[src/rtl/pt_pkg.sv]
package pt_pkg;
  typedef enum logic [1:0] {
    ST_IDLE = 2'd0,
    ST_ADDR = 2'd1,
    ST_DATA = 2'd2
  } pt_state_e;
endpackage

[src/rtl/pt_region_sel.sv]
module pt_region_sel #(
  parameter int NUM_REGIONS = 4,
  parameter int WAIT_W      = 3,
  localparam int RGN_W      = $clog2(NUM_REGIONS)
) (
  input  logic                          clk_i,
  input  logic                          rst_ni,
  input  logic                          capture_i,
  input  logic                          idle_i,
  input  logic [RGN_W-1:0]              region_i,
  input  logic [NUM_REGIONS*WAIT_W-1:0] region_waits_i,
  output logic [WAIT_W-1:0]             wait_cnt_o
);
  logic [WAIT_W-1:0] field [NUM_REGIONS];
  logic [RGN_W-1:0]  region_q;
  logic [RGN_W-1:0]  region_sel;

  for (genvar r = 0; r < NUM_REGIONS; r++) begin : g_field
    assign field[r] = region_waits_i[r*WAIT_W +: WAIT_W];
  end

  always_ff @(posedge clk_i or negedge rst_ni) begin
    if (!rst_ni) region_q <= '0;
    else if (capture_i) region_q <= region_i;
  end

  // start edge loads from the live region, later phases from the latched one
  assign region_sel = idle_i ? region_i : region_q;
  assign wait_cnt_o = field[region_sel];
endmodule

[src/rtl/pt_wait_cnt.sv]
module pt_wait_cnt #(
  parameter int WAIT_W = 3
) (
  input  logic              clk_i,
  input  logic              rst_ni,
  input  logic              load_i,
  input  logic [WAIT_W-1:0] load_val_i,
  input  logic              run_i,
  input  logic              wait_ni,
  output logic              zero_o
);
  logic [WAIT_W-1:0] cnt_q;

  always_ff @(posedge clk_i or negedge rst_ni) begin
    if (!rst_ni) cnt_q <= '0;
    else if (load_i) cnt_q <= load_val_i;
    else if (run_i && wait_ni && cnt_q != '0) cnt_q <= cnt_q - 1'b1;
  end

  assign zero_o = (cnt_q == '0);


  cnt_dec_chk: assert property (@(posedge clk_i) disable iff (!rst_ni)
    (!load_i && run_i && wait_ni && cnt_q != '0) |=> (cnt_q == $past(cnt_q) - 1'b1));

  cnt_hold_chk: assert property (@(posedge clk_i) disable iff (!rst_ni)
    (!load_i && !wait_ni) |=> $stable(cnt_q));
endmodule

[src/rtl/pt_phase_fsm.sv]
module pt_phase_fsm
  import pt_pkg::*;
(
  input  logic clk_i,
  input  logic rst_ni,
  input  logic attn_ni,
  input  logic burst_ni,
  input  logic wait_ni,
  input  logic adr_en_i,
  input  logic write_i,
  input  logic cnt_zero_i,
  output logic start_o,
  output logic idle_o,
  output logic load_o,
  output logic run_o,
  output logic adr_no,
  output logic xfr_no,
  output logic dq_oe_o
);
  pt_state_e state_q, state_d;
  logic write_q, wr_eff;
  logic go_adr, go_direct, complete, last;

  assign idle_o    = (state_q == ST_IDLE);
  assign start_o   = idle_o && !attn_ni;
  assign go_adr    = start_o && adr_en_i && wait_ni;
  assign go_direct = start_o && !adr_en_i;
  assign complete  = (state_q == ST_DATA) && wait_ni && cnt_zero_i;
  assign last      = complete && burst_ni;
  assign run_o     = (state_q == ST_DATA);
  assign load_o    = go_direct || (state_q == ST_ADDR) || (complete && !burst_ni);
  assign wr_eff    = idle_o ? write_i : write_q;

  always_comb begin
    state_d = state_q;
    unique case (state_q)
      ST_IDLE: begin
        if (go_adr)         state_d = ST_ADDR;
        else if (go_direct) state_d = ST_DATA;
      end
      ST_ADDR: state_d = ST_DATA;
      ST_DATA: if (last) state_d = ST_IDLE;
      default: state_d = ST_IDLE;
    endcase
  end

  always_ff @(posedge clk_i or negedge rst_ni) begin
    if (!rst_ni) begin
      state_q <= ST_IDLE;
      write_q <= 1'b0;
      adr_no  <= 1'b1;
      xfr_no  <= 1'b1;
      dq_oe_o <= 1'b0;
    end else begin
      state_q <= state_d;
      if (start_o) write_q <= write_i;
      adr_no  <= !(state_d == ST_ADDR);
      xfr_no  <= !complete;
      // bus released the cycle after a low wait sample
      dq_oe_o <= (state_d == ST_ADDR) ||
                 (wr_eff && wait_ni && ((state_d == ST_DATA) || complete));
    end
  end


  adr_needs_oe_chk: assert property (@(posedge clk_i) disable iff (!rst_ni)
    !adr_no |-> dq_oe_o);

  adr_gate_chk: assert property (@(posedge clk_i) disable iff (!rst_ni)
    $fell(adr_no) |-> ($past(wait_ni) && !$past(attn_ni)));

  adr_single_chk: assert property (@(posedge clk_i) disable iff (!rst_ni)
    !adr_no |=> adr_no);

  strobe_excl_chk: assert property (@(posedge clk_i) disable iff (!rst_ni)
    !(!adr_no && !xfr_no));

  xfr_wait_chk: assert property (@(posedge clk_i) disable iff (!rst_ni)
    $fell(xfr_no) |-> $past(wait_ni));

  release_chk: assert property (@(posedge clk_i) disable iff (!rst_ni)
    (state_q == ST_DATA && !wait_ni) |=> !dq_oe_o);

  last_idle_chk: assert property (@(posedge clk_i) disable iff (!rst_ni)
    last |=> (state_q == ST_IDLE && !xfr_no));
endmodule

[src/rtl/pt_wait_seq.sv]
module pt_wait_seq #(
  parameter int NUM_REGIONS = 4,
  parameter int WAIT_W      = 3,
  parameter int DATA_W      = 32,
  localparam int RGN_W      = $clog2(NUM_REGIONS)
) (
  input  logic                          clk_i,
  input  logic                          rst_ni,
  input  logic                          attn_ni,
  input  logic                          burst_ni,
  input  logic [RGN_W-1:0]              region_i,
  input  logic                          write_i,
  input  logic                          adr_en_i,
  input  logic [DATA_W-1:0]             addr_i,
  input  logic [DATA_W-1:0]             wdata_i,
  input  logic [NUM_REGIONS*WAIT_W-1:0] region_waits_i,
  input  logic                          wait_ni,
  output logic                          adr_no,
  output logic                          xfr_no,
  output logic                          dq_oe_o,
  output logic [DATA_W-1:0]             dq_o
);
  logic              start, idle, load, run, cnt_zero;
  logic [WAIT_W-1:0] wait_cnt;
  logic [DATA_W-1:0] addr_q;

  pt_region_sel #(.NUM_REGIONS(NUM_REGIONS), .WAIT_W(WAIT_W)) u_rsel (
    .clk_i, .rst_ni,
    .capture_i      (start),
    .idle_i         (idle),
    .region_i,
    .region_waits_i,
    .wait_cnt_o     (wait_cnt)
  );

  pt_wait_cnt #(.WAIT_W(WAIT_W)) u_cnt (
    .clk_i, .rst_ni,
    .load_i     (load),
    .load_val_i (wait_cnt),
    .run_i      (run),
    .wait_ni,
    .zero_o     (cnt_zero)
  );

  pt_phase_fsm u_fsm (
    .clk_i, .rst_ni, .attn_ni, .burst_ni, .wait_ni, .adr_en_i, .write_i,
    .cnt_zero_i (cnt_zero),
    .start_o    (start),
    .idle_o     (idle),
    .load_o     (load),
    .run_o      (run),
    .adr_no, .xfr_no, .dq_oe_o
  );

  always_ff @(posedge clk_i or negedge rst_ni) begin
    if (!rst_ni) addr_q <= '0;
    else if (start) addr_q <= addr_i;
  end

  assign dq_o = adr_no ? wdata_i : addr_q;


  idle_quiet_chk: assert property (@(posedge clk_i) disable iff (!rst_ni)
    (idle && xfr_no) |-> (adr_no && !dq_oe_o));
endmodule

[config.mk]
export PLATFORM = sky130hd
export DESIGN_NAME = pt_wait_seq
export DESIGN_NICKNAME = d
export VERILOG_FILES = /design/src/rtl/pt_pkg.sv /design/src/rtl/pt_region_sel.sv /design/src/rtl/pt_wait_cnt.sv /design/src/rtl/pt_phase_fsm.sv /design/src/rtl/pt_wait_seq.sv
export SDC_FILE = /design/constraint.sdc
export NUM_CORES = 1
export LEC_CHECK = 0
export ABC_AREA = 1
export CAP_MARGIN = 30
export CORE_ASPECT_RATIO = 2
export CORE_MARGIN = 2
export CORE_UTILIZATION = 36
export CTS_CLUSTER_DIAMETER = 30
export DETAILED_ROUTE_END_ITERATION = 16
export PLACE_DENSITY = 0.74
export SLEW_MARGIN = 10
export SYNTH_ARGS = -nofsm -noshare
export SYNTH_HDL_FRONTEND = slang
export SYNTH_SLANG_ARGS = --single-unit
export TNS_END_PERCENT = 100
[constraint.sdc]
create_clock -name clk_i -period 1.4 [get_ports clk_i]
set_input_delay 0.35 -clock clk_i [delete_from_list [all_inputs] [get_ports clk_i]]
set_output_delay 0.35 -clock clk_i [all_outputs]
set_load 0.02 [all_outputs]
==> flow_metrics.env, run 1 <==
export IMPL_whs_ps=474
export IMPL_cts_root_buf="clkbuf_16"
export IMPL_p_clk_frac=0.187
export IMPL_clock_path_buffers=2
export IMPL_firstDrtPassIters=6
export IMPL_critPathMaxFanout=8
export IMPL_status="complete, but fails checks"
export IMPL_drc=0
export IMPL_grt_ovfl_total=0
export IMPL_wire_per_inst_um=13.5
export IMPL_nNetsFinal=542
export IMPL_seqPwrFrac=0.328
export IMPL_switchingPower_uw=2370
export IMPL_synth_area_um2=2280
export IMPL_grt_start_max_net_pins=40
export IMPL_hp_class="reg2reg"
export IMPL_grt_pass1_wl_mm=11.4
export IMPL_synth_fa_ha_area_frac=0.0110
export IMPL_cts_max_level=2
export IMPL_cts_tree="built"
export IMPL_cts_sinks=43
export IMPL_dp_cells=519
export IMPL_clkSlewWorstSetupHoldPaths_ps=60
export IMPL_setup_ws_ps=-366
export IMPL_muxShareOfSynthArea=0
export IMPL_syn_instance_count=316
export IMPL_numCtsBuffers=5
export IMPL_slew_viol_final=0
export IMPL_p_leak_uw=0.00207
export IMPL_drt_iter0_drc=106
export IMPL_fill_cells=462
export IMPL_timing_final_crit_share=1.26
export IMPL_worstPathCellList="buf_6 > buf_8 > buf_6 > o21ai_2 > buf_6"
export IMPL_crit_family="flip-flops"
export IMPL_fin_tns_setup_ps=-11090
export IMPL_grt_antenna_before_repair=0
export IMPL_synth_seq_area_share=0.473
export IMPL_synth_compound_area_frac=0.156
export IMPL_die_h_um=117
export IMPL_drive_gt1_frac=0.314
export IMPL_place_area_um2=3810
export IMPL_synth_cell_types=22
export IMPL_setup_violations=33
export IMPL_synthFlopType="dfrtp_1"
export IMPL_drt_total_wl_mm=7.31
export IMPL_worstSetupPathType="reg2out"
export IMPL_worstMarginPinSlew_ps=419
export IMPL_core_area_um2=6210
export IMPL_fin_crit_ps=1770
export IMPL_route_vias_total=2504
export IMPL_final_common_cell="clkdlybuf4s50_1"
export IMPL_place_congestion=0.860
export IMPL_ys_warn_count=0
export IMPL_synth_top_family_by_area="simple AND/OR/NAND/NOR gates"
export IMPL_io_buffers=119
export IMPL_end_kind="output pin"
export IMPL_drtAntennaViolNets=0
export IMPL_rows=41
export IMPL_vias_per_cell=4.62
export IMPL_dieArea_um2=7030
export IMPL_critPathArrivalTime_ps=1420
export IMPL_path_buf_inv=4
export IMPL_instances_no_fill=542
export IMPL_synthSimpleGateAreaFrac=0.237
export IMPL_async_flop_share=1.00
export IMPL_area_growth_pct=92.6
export IMPL_postSynthAreaPerCell_um2=7.22
export IMPL_max_freq_ghz=0.566
export IMPL_cp_slowest_stage_delay_ps=570
export IMPL_ys_seq_elements=43
export IMPL_combPwrFrac=0.485
export IMPL_rsz0062_at_grt="yes"
export IMPL_switching_share=0.388
export IMPL_path_depth=5
export IMPL_ir_drop_mv=0.798
export IMPL_crit_slowest_cell="dfstp_2"
export IMPL_hold_violations=0
export IMPL_start_util=0.368
export IMPL_io_pins=120
export IMPL_synth_edff_count=0
export IMPL_crit_required_ps=1050
export IMPL_start_kind="register"
export IMPL_maxSlewHeadroom=0.721
export IMPL_dp_hpwl_mm=4.80
export IMPL_crit_top_cell="buf_6"
export IMPL_ff2ff_path_depth=9
export IMPL_synthXorXnorAreaFrac=0.00384
export IMPL_clock_latency_ps=290
export IMPL_final_cell_mix="clkdlybuf4s50_1, nand2_1, inv_1"
export IMPL_die_w_um=60.3
export IMPL_internal_power_uw=3740
export IMPL_cap_violations=0
export IMPL_fin_worst_skew_ps=5.21
export IMPL_grt_use_total=0.216
export IMPL_violations="setup timing"
export IMPL_p_per_area_nw_per_um2=1390
export IMPL_diodes=0
export IMPL_min_path_cells=2
export IMPL_synth_fp_nets=403
export IMPL_stdcell_area_um2=4400
export IMPL_grt_pass1_vias=2470
==> per-stage QoR <==
step / setup slack (ps) / util / total power [uW]
2_1_floorplan: -19.3 / - / 3650
3_3_place_gp: -543 / 0.614 / 4440
3_5_place_dp: -541 / 0.614 / 4570
4_1_cts: -418 / 0.695 / 5950
5_1_grt: -408 / 0.708 / 6570
6_report: -366 / 0.708 / 6110
==> cells in the mapped netlist (all sizes together), types with 2 or more instances <==
library cell,n,share of area
clkbuf,9,0.015
nor2,8,0.019
ha,2,0.011
buf,5,0.015
inv,55,0.090
nand2,105,0.18
nand4,2,0.0055
nand3,14,0.033
dfrtp,41,0.45
o21ai,71,0.16
dfstp,2,0.023
==> path summary, 6_finish.rpt <==
kind	startpoint	end	slack, ps
max reg2reg	u_cnt.cnt_q[1]	u_cnt.cnt_q[2]	100
min in group asynchronous	rst_ni	u_fsm.state_q[1]	530
max in group asynchronous	rst_ni	addr_q[22]	410
max	u_fsm.adr_no	dq_o[10]	-370
min	u_fsm.write_q	u_fsm.write_q	470
min reg2reg	u_fsm.write_q	u_fsm.write_q	470
==> tightest hold or removal path, stage by stage (launching register included) <==
cell and delay [ps]:
dfrtp_1 340, nand2_1 50, nand2_1 50
==> cells by family (layout without fill, tap and decap cells) <==
logic type | Yosys count | after routing
adder cells (fa/ha/maj) | 2 | 2
flip-flops | 43 | 43
XOR/XNOR | 1 | 1
AND/OR/NAND/NOR | 130 | 130
AO/OA/AOI/OAI | 71 | 71
buffers and inverters | 69 | 209
==> power groups by stage <==
stage / sequential, uW / combinational [uW] / clock, uW
global placement: 1990 / 2450 / 0
floorplan: 1990 / 1670 / 0
finish: 2010 / 2960 / 1140
global route: 2050 / 3300 / 1220
CTS: 2000 / 2780 / 1170
detailed placement: 2010 / 2560 / 0
==> layout make-up <==
type | instances | area (um2) | area share
clock inverters | 3 | 20.0 | 0.00455
multi-input cells | 204 | 1230 | 0.281
flip-flops and latches | 43 | 1080 | 0.245
well taps | 86 | 108 | 0.0245
clock buffers | 5 | 125 | 0.0285
inverters | 55 | 206 | 0.0470
repair buffers | 146 | 1620 | 0.369
==> routing by layer <==
layer	vias to the layer above	global-route usage	share of wire
met5	-	0	0
met4	0	0.0681	0.014
met3	9	0.0465	0.078
met2	108	0.396	0.52
met1	1126	0.238	0.39
li1	1261	-	-
==> registers in the layout (all words and copies together) (netlist names) <==
register	count
addr_q	32
u_cnt.cnt_q	3
u_fsm.state_q	2
u_rsel.region_q	2
u_fsm.adr_no	1
u_fsm.dq_oe_o	1
u_fsm.write_q	1
u_fsm.xfr_no	1
==> repair_timing <==
item,4_1_cts,5_1_grt
gates resized for setup,232,35
cloned,6,0
hold buffers,1,0
hold endpoints to repair,2,0
setup buffers,9,4
pin swaps,6,3
endpoints found under the setup margin,36,37
Note: power is estimated with default switching activity, not from simulation.
==> inputs of run 2 (changes only) <==
--- a/config.mk
+++ b/config.mk
@@ -13,6 +13,8 @@
 export CTS_CLUSTER_DIAMETER = 30
 export DETAILED_ROUTE_END_ITERATION = 16
 export PLACE_DENSITY = 0.74
+export RECOVER_POWER = 25
+export REMOVE_ABC_BUFFERS = 1
 export SLEW_MARGIN = 10
 export SYNTH_ARGS = -nofsm -noshare
 export SYNTH_HDL_FRONTEND = slang
==> flow_metrics.env, run 2 (same netlist as run 1, synthesis figures left out) <==
export IMPL_maxSlewHeadroom=0.710
export IMPL_ir_drop_mv=1.16
export IMPL_crit_family="flip-flops"
export IMPL_io_pins=120
export IMPL_start_kind="register"
export IMPL_grt_ovfl_total=0
export IMPL_grt_pass1_vias=2093
export IMPL_setup_violations=33
export IMPL_start_util=0.368
export IMPL_clock_latency_ps=280
export IMPL_nNetsFinal=543
export IMPL_seqCellArea_um2=1080
export IMPL_grt_use_total=0.159
export IMPL_fin_tns_setup_ps=-11140
export IMPL_hp_class="in2async"
export IMPL_die_w_um=60.3
export IMPL_setup_ws_ps=-374
export IMPL_vias_per_cell=4.41
export IMPL_numCtsBuffers=5
export IMPL_area_growth_pct=72.8
export IMPL_clkSlewWorstSetupHoldPaths_ps=60
export IMPL_grt_antenna_before_repair=0
export IMPL_end_kind="output pin"
export IMPL_drt_total_wl_mm=6.03
export IMPL_violations="setup timing"
export IMPL_place_congestion=0.775
export IMPL_worstPathCellList="buf_4 > clkbuf_16 > nand2_1 > o21ai_0 > buf_2"
export IMPL_largest_registers="addr_q x32, u_cnt.cnt_q x3"
export IMPL_final_cell_mix="nand2_1, clkdlybuf4s50_1, o21ai_0"
export IMPL_grt_start_max_net_pins=38
export IMPL_max_freq_ghz=0.564
export IMPL_slew_viol_final=0
export IMPL_grt_pass1_wl_mm=8.77
export IMPL_diodes=0
export IMPL_cts_max_level=2
export IMPL_worstMarginPinSlew_ps=435
export IMPL_cap_violations=0
export IMPL_drc=0
export IMPL_rsz0062_at_grt="yes"
export IMPL_fin_worst_skew_ps=5.11
export IMPL_drtAntennaViolNets=0
export IMPL_io_buffers=119
export IMPL_clock_path_buffers=2
export IMPL_rows=41
export IMPL_core_area_um2=6210
export IMPL_firstDrtPassIters=4
export IMPL_critPathMaxFanout=18
export IMPL_fin_crit_ps=1770
export IMPL_dieArea_um2=7030
export IMPL_cts_sinks=43
export IMPL_status="complete, but fails checks"
export IMPL_dp_hpwl_mm=4.18
export IMPL_worstSetupPathType="reg2out"
export IMPL_timing_final_crit_share=1.27
export IMPL_cts_root_buf="clkbuf_16"
export IMPL_fill_cells=566
export IMPL_p_leak_uw=0.00197
export IMPL_power_uw=6050
export IMPL_cp_slowest_stage_delay_ps=540
export IMPL_wire_per_inst_um=11.1
export IMPL_die_h_um=117
export IMPL_drt_iter0_drc=58
export IMPL_largest_register_ffs=32
export IMPL_route_vias_total=2394
export IMPL_p_per_area_nw_per_um2=1530
export IMPL_regMostFlops="addr_q"
export IMPL_path_buf_inv=3
export IMPL_cts_tree="built"
export IMPL_multi_input_area_um2=970
export IMPL_crit_required_ps=1050
export IMPL_hold_violations=0
export IMPL_critPathArrivalTime_ps=1420
export IMPL_crit_slowest_cell="dfstp_2"
export IMPL_drive_gt1_frac=0.188
export IMPL_final_common_cell="nand2_1"
[run 2: cell types whose count changed in the layout (fill, tap and decap cells not counted), moves of 2 or more]
cell / change
buf_16: -5
buf_6: -39
nand2_1: +26
nand2_4: -9
o21ai_0: +32
bufinv_16: +2
o21ai_4: -5
o21ai_2: -27
clkbuf_16: +5
buf_4: +17
buf_2: +24
nand2_2: -17
[run 2: path summary, 6_finish.rpt]
path | start | depth (start not counted) | to | slack, ps
hold reg to reg | u_fsm.write_q | 2 | u_fsm.write_q | 510
hold / removal | rst_ni | 2 | u_cnt.cnt_q[1] | 510
max in group asynchronous | rst_ni | 3 | u_fsm.adr_no | 200
setup / recovery | u_fsm.adr_no | 5 | dq_o[29] | -370
min in group clk_i | u_fsm.write_q | 2 | u_fsm.write_q | 510
setup reg to reg | u_fsm.state_q[1] | 8 | u_cnt.cnt_q[2] | 90
[run 2: area by class of cell]
class,count,share of cell area
repair buffers,147,0.352
well taps,86,0.0273
clock inverters,3,0.0171
clock buffers,5,0.0317
flip-flops and latches,43,0.274
inverters,55,0.0524
multi-input cells,204,0.246
[run 2: report_power, final]
| group | internal [uW] | leakage [uW] | total (uW) | switching (uW) |
|---|---|---|---|---|
| sequential | 1800 | 0.000527 | 2000 | 199 |
| combinational | 1160 | 0.00135 | 2560 | 1400 |
| clock | 1020 | 0.0000900 | 1480 | 463 |
[run 2: routing by layer]
layer | vias to the layer above | track usage | share of wire
li1 | 1256 | - | -
met1 | 1027 | 0.211 | 0.44
met2 | 106 | 0.245 | 0.45
met3 | 5 | 0.0476 | 0.096
met4 | 0 | 0.0533 | 0.011
met5 | - | 0 | 0
[run 2: worst reg2reg max path: stages, from the launching register on]
cell and delay [ps]:
dfrtp_1 450, nor2_4 180, nand2_1 110, nand2_2 120, nand2_1 60, nand3_1 60
nand2_1 60, nor2_1 120, nor2_1 50
[run 2: what timing repair did]
item / in CTS / in global routing
gates resized for setup: 171 / 17
endpoints found under the setup margin: 36 / 37
hold endpoints to repair: 6 / 0
cloned: 0 / 5
pin swaps: 1 / 7
buffers inserted: 0 / 5
hold buffers: 1 / 0
[run 2: per-stage QoR]
stage	std cells	setup WS [ps]	util	area, um2	hold WS, ps
6_report	543	-374	0.635	3940	505
5_1_grt	543	-435	0.635	3940	541
4_1_cts	533	-326	0.602	3730	440
3_5_place_dp	524	-511	0.596	3700	214
3_3_place_gp	524	-501	0.596	3700	214
2_1_floorplan	302	-384	-	2210	54.4
